<file path="config.mk">
export PLATFORM = sky130hd
export DESIGN_NAME = sbus_ctl_reg
export DESIGN_NICKNAME = d
export VERILOG_FILES = /design/src/rtl/sbus_pkg.sv /design/src/rtl/sbus_flag.sv /design/src/rtl/sbus_trig.sv /design/src/rtl/sbus_ack.sv /design/src/rtl/sbus_ctl_reg.sv
export SDC_FILE = /design/constraint.sdc
export NUM_CORES = 1
export LEC_CHECK = 0
export ABC_CLOCK_PERIOD_IN_PS = 1400
export BUFFER_PORTS_ARGS = -buffer_cell sky130_fd_sc_hd__buf_2
export CAP_MARGIN = 5
export CORE_AREA = 2 2 39 41
export DETAILED_ROUTE_END_ITERATION = 10
export DIE_AREA = 0 0 41 43
export PLACE_DENSITY_LB_ADDON = 0.15
export SLEW_MARGIN = 20
export SYNTH_ARGS = -nofsm -noshare
export SYNTH_HDL_FRONTEND = slang
export SYNTH_SLANG_ARGS = --single-unit
</file>
<file path="constraint.sdc">
create_clock -name clk_i -period 1.4 [get_ports clk_i]
set_clock_uncertainty 0.2 [all_clocks]
set_input_delay 0.07 -clock clk_i [delete_from_list [all_inputs] [get_ports clk_i]]
set_output_delay 0.07 -clock clk_i [all_outputs]
set_load 0.02 [all_outputs]
</file>
<file path="src/rtl/sbus_pkg.sv">
package sbus_pkg;
  localparam int unsigned RegW     = 8;
  localparam int unsigned BitRelT  = 0;
  localparam int unsigned BitCmdT  = 1;
  localparam int unsigned BitRelD  = 2;
  localparam int unsigned BitCmdD  = 3;
  localparam int unsigned BitAckT  = 4;
  localparam int unsigned BitAckE  = 5;
  localparam int unsigned BitAckD  = 6;
  localparam int unsigned BitBusyE = 7;
  localparam int unsigned NumFlags = 3;
endpackage

</file>
<file path="src/rtl/sbus_flag.sv">
module sbus_flag (
  input  logic clk_i,
  input  logic rst_ni,
  input  logic set_i,
  input  logic clr_i,
  output logic flag_o
);
  always_ff @(posedge clk_i or negedge rst_ni) begin
    if (!rst_ni)    flag_o <= 1'b0;
    else if (set_i) flag_o <= 1'b1;
    else if (clr_i) flag_o <= 1'b0;
  end

  p_set_wins_r11: assert property (@(posedge clk_i) disable iff (!rst_ni)
    set_i |=> flag_o);
  p_clr_r11: assert property (@(posedge clk_i) disable iff (!rst_ni)
    clr_i && !set_i |=> !flag_o);
endmodule

</file>
<file path="src/rtl/sbus_trig.sv">
module sbus_trig (
  input  logic clk_i,
  input  logic rst_ni,
  input  logic en_i,
  input  logic wr_i,
  input  logic rel_t_i,
  input  logic cmd_t_i,
  output logic so_o
);
  logic act;
  assign act = wr_i & en_i;

  always_ff @(posedge clk_i or negedge rst_ni) begin
    if (!rst_ni)                so_o <= 1'b1;
    else if (act && rel_t_i)    so_o <= 1'b1;
    else if (act && cmd_t_i)    so_o <= 1'b0;
  end

  p_rel_trig_r3: assert property (@(posedge clk_i) disable iff (!rst_ni)
    wr_i && en_i && rel_t_i |=> so_o);
  p_cmd_trig_r4: assert property (@(posedge clk_i) disable iff (!rst_ni)
    wr_i && en_i && cmd_t_i && !rel_t_i |=> !so_o);
  p_dis_hold_r5: assert property (@(posedge clk_i) disable iff (!rst_ni)
    !en_i |=> $stable(so_o));
endmodule

</file>
<file path="src/rtl/sbus_ack.sv">
module sbus_ack (
  input  logic clk_i,
  input  logic rst_ni,
  input  logic en_i,
  input  logic sck_i,
  input  logic arm_i,
  input  logic abort_i,
  output logic pend_o,
  output logic active_o
);
  logic sck_q, fall;
  assign fall = sck_q & ~sck_i;

  always_ff @(posedge clk_i or negedge rst_ni) begin
    if (!rst_ni) sck_q <= 1'b1;
    else         sck_q <= sck_i;
  end

  // pending ack is consumed by the falling edge that starts it
  always_ff @(posedge clk_i or negedge rst_ni) begin
    if (!rst_ni)              pend_o <= 1'b0;
    else if (!en_i)           pend_o <= 1'b0;
    else if (pend_o && fall)  pend_o <= 1'b0;
    else if (arm_i)           pend_o <= 1'b1;
    else if (abort_i)         pend_o <= 1'b0;
  end

  // each falling edge opens a new ack if one is pending, else closes it
  always_ff @(posedge clk_i or negedge rst_ni) begin
    if (!rst_ni)     active_o <= 1'b0;
    else if (!en_i)  active_o <= 1'b0;
    else if (fall)   active_o <= pend_o;
  end

  p_ack_start_r6: assert property (@(posedge clk_i) disable iff (!rst_ni)
    en_i && pend_o && fall |=> active_o && !pend_o);
  p_ack_hold_r6: assert property (@(posedge clk_i) disable iff (!rst_ni)
    en_i && active_o && !fall |=> active_o);
  p_dis_clear_r7: assert property (@(posedge clk_i) disable iff (!rst_ni)
    !en_i |=> !pend_o && !active_o);
endmodule

</file>
<file path="src/rtl/sbus_ctl_reg.sv">
module sbus_ctl_reg
  import sbus_pkg::*;
(
  input  logic            clk_i,
  input  logic            rst_ni,
  input  logic            en_i,
  input  logic            sig_mode_i,
  input  logic            wakeup_i,
  input  logic            wr_i,
  input  logic [RegW-1:0] wdata_i,
  output logic [RegW-1:0] rdata_o,
  input  logic            sck_i,
  input  logic            xfer_start_i,
  input  logic            rel_det_i,
  input  logic            cmd_det_i,
  input  logic            ack_det_i,
  input  logic            addr_miss_i,
  output logic            so_latch_o,
  output logic            line_o
);
  logic busy_en_q, ack_en_q;
  logic ack_pend, ack_active;
  logic [NumFlags-1:0] f_set, f_clr, f_q;
  localparam int unsigned FRel = 0, FCmd = 1, FAck = 2;

  always_ff @(posedge clk_i or negedge rst_ni) begin
    if (!rst_ni) begin
      busy_en_q <= 1'b0;
      ack_en_q  <= 1'b0;
    end else if (wr_i) begin
      busy_en_q <= wdata_i[BitBusyE];
      ack_en_q  <= wdata_i[BitAckE];
    end
  end

  sbus_trig i_trig (
    .clk_i  (clk_i),
    .rst_ni (rst_ni),
    .en_i   (en_i),
    .wr_i   (wr_i),
    .rel_t_i(wdata_i[BitRelT]),
    .cmd_t_i(wdata_i[BitCmdT]),
    .so_o   (so_latch_o)
  );

  sbus_ack i_ack (
    .clk_i   (clk_i),
    .rst_ni  (rst_ni),
    .en_i    (en_i),
    .sck_i   (sck_i),
    .arm_i   (wr_i & wdata_i[BitAckT]),
    .abort_i (xfer_start_i),
    .pend_o  (ack_pend),
    .active_o(ack_active)
  );

  always_comb begin
    f_set[FRel] = sig_mode_i & rel_det_i;
    f_clr[FRel] = xfer_start_i | (wakeup_i & addr_miss_i) | ~en_i;
    f_set[FCmd] = sig_mode_i & cmd_det_i;
    f_clr[FCmd] = xfer_start_i | (sig_mode_i & rel_det_i) | ~en_i;
    f_set[FAck] = sig_mode_i & ack_det_i;
    f_clr[FAck] = xfer_start_i | ~en_i;
  end

  for (genvar g = 0; g < NumFlags; g++) begin : g_flag
    sbus_flag i_flag (
      .clk_i (clk_i),
      .rst_ni(rst_ni),
      .set_i (f_set[g]),
      .clr_i (f_clr[g]),
      .flag_o(f_q[g])
    );
  end

  always_comb begin
    rdata_o           = '0;
    rdata_o[BitBusyE] = busy_en_q;
    rdata_o[BitAckE]  = ack_en_q;
    rdata_o[BitAckT]  = ack_pend;
    rdata_o[BitAckD]  = f_q[FAck];
    rdata_o[BitCmdD]  = f_q[FCmd];
    rdata_o[BitRelD]  = f_q[FRel];
  end

  assign line_o = so_latch_o & ~ack_active;

  p_wr_store_r2: assert property (@(posedge clk_i) disable iff (!rst_ni)
    wr_i |=> rdata_o[BitBusyE] == $past(wdata_i[BitBusyE]));
  p_cmd_rel_clr_r9: assert property (@(posedge clk_i) disable iff (!rst_ni)
    sig_mode_i && rel_det_i && !cmd_det_i |=> !rdata_o[BitCmdD]);
endmodule

</file>
==> results of run 1 <==
==> per-layer routing <==
layer	global-route usage [%]	vias to the layer above	wire length, um
li1	-	195	-
met1	17.22	194	407
met2	24.69	20	615
met3	4.188	4	80
met4	12.00	0	25
met5	0	-	0
==> worst max-delay path, stage by stage (launching register included) <==
cell	delay [ns]
dfstp_2	0.52
inv_1	0.04
or3_4	0.32
and3_4	0.17
==> final timing paths <==
kind                              from  depth (start not counted)            to
max reg2reg                i_ack.sck_q                          3  i_ack.pend_o
min in group clk_i               sck_i                          2   i_ack.sck_q
min reg2reg                   ack_en_q                          1      ack_en_q
min                             rst_ni                          2   i_ack.sck_q
max in group asynchronous       rst_ni                          3  i_ack.pend_o
max                        i_ack.sck_q                          3  i_ack.pend_o
==> per-stage QoR <==
stage	cells	area, um^2	hold WS, ns	util (%)	setup slack, ns
2_1_floorplan	39	421.7	-0.4256	-	0.05326
4_1_cts	92	698.2	0.1083	50.45	0.004729
3_3_place_gp	71	501.7	-0.2688	36.26	0.04400
6_report	92	708.2	0.1109	51.18	0.03931
3_5_place_dp	71	501.7	-0.2634	36.26	0.03103
5_1_grt	92	708.2	0.1307	51.18	0.009442
==> registers in the layout (all words and copies together) (netlist names) <==
| register | cells |
|---|---|
| i_ack.sck_q | 1 |
| ack_en_q | 1 |
| i_ack.active_o | 1 |
| i_trig.so_o | 1 |
| busy_en_q | 1 |
| i_ack.pend_o | 1 |
| g_flag.i_flag.flag_o | 3 |
==> cells by family after synthesis <==
kind of cell,after synthesis
AND/OR/NAND/NOR,10
flip-flops,9
buffers and inverters,10
multiplexers,2
AO/OA/AOI/OAI,6
other,1
==> area by class of cell <==
class	count	area (um^2)
multi-input combinational	20	136.4
sequential	9	227.7
tap	16	20.02
clock buffer	4	26.28
timing repair buffer	41	290.3
fill	133	675.6
inverter	2	7.507
==> what timing repair did <==
item,in CTS,in global routing
hold buffers,17,0
endpoints found under the hold margin,18,0
endpoints found under the setup margin,0,1
gates resized for setup,0,2
buffers inserted,0,0
==> layout by cell type, fill, tap and decap left out <==
cell type	synthesis	routed
conb_1	1	2
clkbuf_4	0	3
inv_1	1	1
nand3_1	2	2
nor2b_1	2	2
clkinv_1	1	1
a21boi_1	1	1
clkbuf_1	0	1
mux2_2	1	1
buf_2	0	24
and3_4	0	1
dfrtp_1	7	7
dfstp_2	2	2
or3_4	0	1
mux2_1	1	1
o21ai_0	2	2
nand2_1	4	4
dlygate4sd3_1	0	17
a32o_1	2	2
a22o_1	1	1
==> power breakdown <==
part	switching, uW	internal [uW]
logic	75.6	81.7
registers	10.8	285
clock network	91.4	110
total	178	476
==> flow_metrics.tcl, run 1 <==
set metrics [dict create \
    timing.final.max_slew_violations 0 \
    final_layout_size_suffix_gt1_share_pct 42.11 \
    crit_path_max_fanout 2 \
    p_total_uw 653.9 \
    rsz_0062_raised_after_global_routing "no" \
    netlist.top_cell.by_area "dfrtp_1" \
    clk_pin_slew_worst_paths_ns 0.06 \
    synth_enable_flop_cells 0 \
    detail_route.drc_violations 0 \
    grt_first_pass_wirelength_mm 1.814 \
    count_of_final_hold_check_violations 0 \
    gr-usage-all-layers_pct 15.91 \
    synth_most_common_cell "buf_4" \
    totalNegativeSetupSlack_ns 0 \
    area_added_between_synthesis_and_finish_pct 69.46 \
    core.rowCount 14 \
    port_buffers 24 \
    route.vias.total 413 \
    wl_mm 1.128 \
    clock-sinks 9 \
    yosys.area_share.xor_xnor_pct 0 \
    hold_class "in2async" \
    synthesis.area_per_instance_um2 11.00 \
    timing.final.setup_violations 0 \
    max_vdd_drop_mv 0.5558 \
    viasPerCell 4.489 \
    synth.area.mux_share_pct 5.389 \
    dieWidth_um 41 \
    n_antenna_cell 0 \
    final_net_count 97 \
    tritoncts "built" \
    netlist_area_um2 417.9 \
    synth_sequential_area_ratio_pct 54.49 \
    netlist_instances 38 \
    synth_simple_gate_area_share_pct 11.98 \
    power.density_cell_area_mw_per_mm2 923.3 \
    place.gp.congestion 0.6070 \
    yosys.area.top_type_share_pct 41.92 \
    cts_made_buffers 3 \
    netlist-cell-type-count 17 \
    async_s_r_ff_share_synth_pct 100.0 \
    synth-adder-area-share_pct 0 \
    period_share_pct 97.19 \
    cts-root-buf "clkbuf_4" \
    die-height_um 43 \
    worst-endpoint-required_ns 1.35 \
    drv.max_cap_violation_count 0 \
    clockBufferDepth 2 \
    grt_antenna_before_repair 0 \
    synth-seq-cells 9 \
    status "complete, no violations" \
    critPathArrivalTime_ns 1.31 \
    synth_area_leaders "dfrtp_1 (42%), buf_4 (14%), dfstp_2 (13%)" \
    design.die.area_mm2 0.001763 \
    critPathLaunchType "register" \
    end_kind "register" \
    finalCriticalPeriod_ns 1.361 \
    synth_ff_type "dfrtp_1" \
    cts-htree-levels 1 \
    power.leakage_uw 0.0003518 \
    grt_max_degree 8 \
    complex_gate_fraction_of_the_synthesized_area_pct 11.08 \
    routed_wire_length_per_instance_um 12.26 \
    yosys_synthesis_warning_count 0 \
    detailedRoute.firstPassIterationCount 4 \
    synth_top_family_by_area "buffers and inverters" \
    setup.reg_to_reg.worst_slack_ns 0.04 \
    clock_insertion_delay_worst_skew_ns 0.25 \
    initial_drc_count 3 \
    grt.overflow.total 0 \
    floorplan.core_area_mm2 0.001384 \
    remaining_antenna_violation_count 0 \
    type_of_the_worst_setup_path "reg2reg" \
    maxClockFrequency_ghz 0.7349 \
    post_synth_most_frequent_cells "buf_4 (8), dfrtp_1 (7), nand2_1 (4)" \
    design.portCount 30 \
    initial_core_util_pct 30.20 \
    via_count_of_the_first_global_routing_pass 428 \
    dp_hpwl_um 642.3 \
]
Note: power is estimated with default switching activity, not from simulation.
==> inputs of run 2 (changes only) <==
==> constraint.sdc (replaced) <==
create_clock -name clk_i -period 1.4 [get_ports clk_i]
set_clock_uncertainty 0.2 [all_clocks]
set_input_delay 0.28 -clock clk_i [delete_from_list [all_inputs] [get_ports clk_i]]
set_output_delay 0.28 -clock clk_i [all_outputs]
set_load 0.02 [all_outputs]
==> run 2 against run 1 <==
Against the previous run:
- the run now ends with negative setup slack left
- hold slack worse by 0.084 ns
- worst setup slack worse by 0.15 ns
- first-iteration DRC count shrank 33%
- sequential cell count did not move
- sequential power about the same
- largest power group unchanged
- power is 2.0% lower
- die area stayed put
- critical path type is now reg2out
- critical endpoint is now line_o
==> flow_metrics.tcl, run 2 (synthesized netlist as in run 1, its figures left out) <==
set metrics [dict create \
    part_of_the_power_in_registers_pct 46.0 \
    cts_made_buffers 3 \
    dpl.cell_count 71 \
    routed_wire_length_per_instance_um 10.01 \
    power.leakage_uw 0.0003040 \
    grt_first_pass_wirelength_mm 1.207 \
    clockBufferDepth 2 \
    largest_reg_flops 3 \
    critPathArrivalTime_ns 1.03 \
    dp_hpwl_um 639 \
    grt.overflow.total 0 \
    registers.top_by_ff_count "g_flag.i_flag.flag_o" \
    p_total_uw 640.5 \
    tritoncts "built" \
    count_of_final_hold_check_violations 0 \
    reg2regPathDepth 3 \
    commonest_non_fill_non_tap_cells_in_the_layout "buf_2 (22), dfrtp_1 (7), nand2_1 (4)" \
    timing.final.setup_violations 2 \
    maxClockFrequency_ghz 0.6618 \
    cts-root-buf "clkbuf_4" \
    internal_power_uw 469.5 \
    final_net_count 83 \
    grt_max_degree 10 \
    end_kind "output pin" \
    share_of_total_power_consumed_by_net_switching_pct 26.71 \
    share_clk_of_total_power_pct 31.1 \
    remaining_antenna_violation_count 0 \
    finalWorstSetupSlack_ns -0.1110 \
    rr_endpoint "i_ack.pend_o" \
    clock_insertion_delay_worst_skew_ns 0.26 \
    clk_pin_slew_worst_paths_ns 0.06 \
    period_share_pct 107.9 \
    design.portCount 30 \
    area_added_between_synthesis_and_finish_pct 40.12 \
    clock-sinks 9 \
    failed_checks "negative setup slack" \
    worst-endpoint-required_ns 0.92 \
    timing.final.max_slew_violations 0 \
    drv.max_cap_violation_count 0 \
    critPathLaunchType "register" \
    initial_core_util_pct 30.20 \
    design.die.area_mm2 0.001763 \
    wl_um 781 \
    n_antenna_cell 0 \
    critical_path.reg2reg.startpoint "i_ack.sck_q" \
    place.gp.congestion 0.6010 \
    gr-usage-all-layers_pct 11.04 \
    via_count_of_the_first_global_routing_pass 321 \
    dieWidth_um 41 \
    hold_start "rel_det_i" \
    route.vias.total 339 \
    detail_route.drc_violations 0 \
    finalCriticalPeriod_ns 1.511 \
    power.density_cell_area_mw_per_mm2 1094 \
    detailedRoute.firstPassIterationCount 3 \
    viasPerCell 4.346 \
    die-height_um 43 \
    final_layout_size_suffix_gt1_share_pct 54.84 \
    status "finished with violations" \
    totalNegativeSetupSlack_ns -0.1901 \
    crit_path_max_fanout 2 \
    combPwrFrac_pct 23.0 \
    hold_class "in2reg" \
    initial_drc_count 2 \
    finish.utilization_pct 42.31 \
    core.rowCount 14 \
    grt_antenna_before_repair 0 \
    final_standard_cell_count_with_taps_included_and_fillers_excluded 78 \
    max_vdd_drop_mv 0.5126 \
    hold_path_end "g_flag[0].i_flag.flag_o" \
    hold_depth 3 \
    mostFrequentLayoutCell "buf_2" \
    type_of_the_worst_setup_path "reg2out" \
    power_switching_uw 171.0 \
    setup.reg_to_reg.worst_slack_ns 0.06 \
    port_buffers 24 \
    rsz_0062_raised_after_global_routing "yes" \
    floorplan.core_area_mm2 0.001384 \
    cts-htree-levels 1 \
    fill_cell_count 145 \
]
[run 2: final cells by class]
type | count | area, um^2 | share of cell area [%]
Clock buffer | 4 | 26.28 | 4.487
Timing Repair Buffer | 27 | 160.2 | 27.35
Multi-Input combinational cell | 20 | 143.9 | 24.57
Tap cell | 16 | 20.02 | 3.419
Inverter | 2 | 7.507 | 1.282
Sequential cell | 9 | 227.7 | 38.89
[run 2: metal layers]
layer	track usage [%]	vias up	share of wire (%)
met5	0	-	0
met4	4.000	0	1.4
met3	9.424	3	10
met2	15.63	15	49
met1	11.59	155	39
li1	-	166	-
[run 2: metrics by stage]
step                hold WS, ns  instance area (um^2)  worst slack, ns
finish                  0.02675                 585.6          -0.1110
global route            0.02857                 585.6          -0.1541
CTS                     0.01983                 575.6          -0.1227
detailed placement     -0.06137                 504.2          0.03137
global placement       -0.05988                 504.2          0.03581
floorplan               -0.2156                 424.2          0.05326
[run 2: worst max path at each step]
stage	startpoint	endpoint	cells past startpoint	slack (ns)
after floorplan	i_ack.sck_q	i_ack.pend_o	3	0.05
after global placement	i_ack.sck_q	i_ack.pend_o	3	0.04
after detailed placement	i_ack.sck_q	i_ack.pend_o	3	0.03
after CTS	i_trig.so_o	line_o	2	-0.12
after global routing	i_trig.so_o	line_o	2	-0.15
final	i_trig.so_o	line_o	2	-0.11
[run 2: power by group through the flow]
stage | Clock [uW] | Sequential [uW] | Combinational, uW
detailed placement | 0 | 300 | 118
floorplan | 0 | 304 | 80.1
CTS | 211 | 295 | 147
finish | 199 | 295 | 147
global route | 228 | 297 | 160
global placement | 0 | 300 | 118
[run 2: timing repair]
| action | 4_1_cts | 5_1_grt |
|---|---|---|
| setup endpoints to repair | 2 | 3 |
| setup buffers | 1 | 0 |
| pin swaps | 0 | 1 |
| gates resized for setup | 5 | 2 |
| hold buffers | 2 | 0 |
| endpoints found under the hold margin | 10 | 0 |
[run 2: worst max-delay path, stage by stage, from the launching register on]
cell and delay [ns]:
dfstp_2 0.53, nor2b_4 0.13, buf_6 0.11
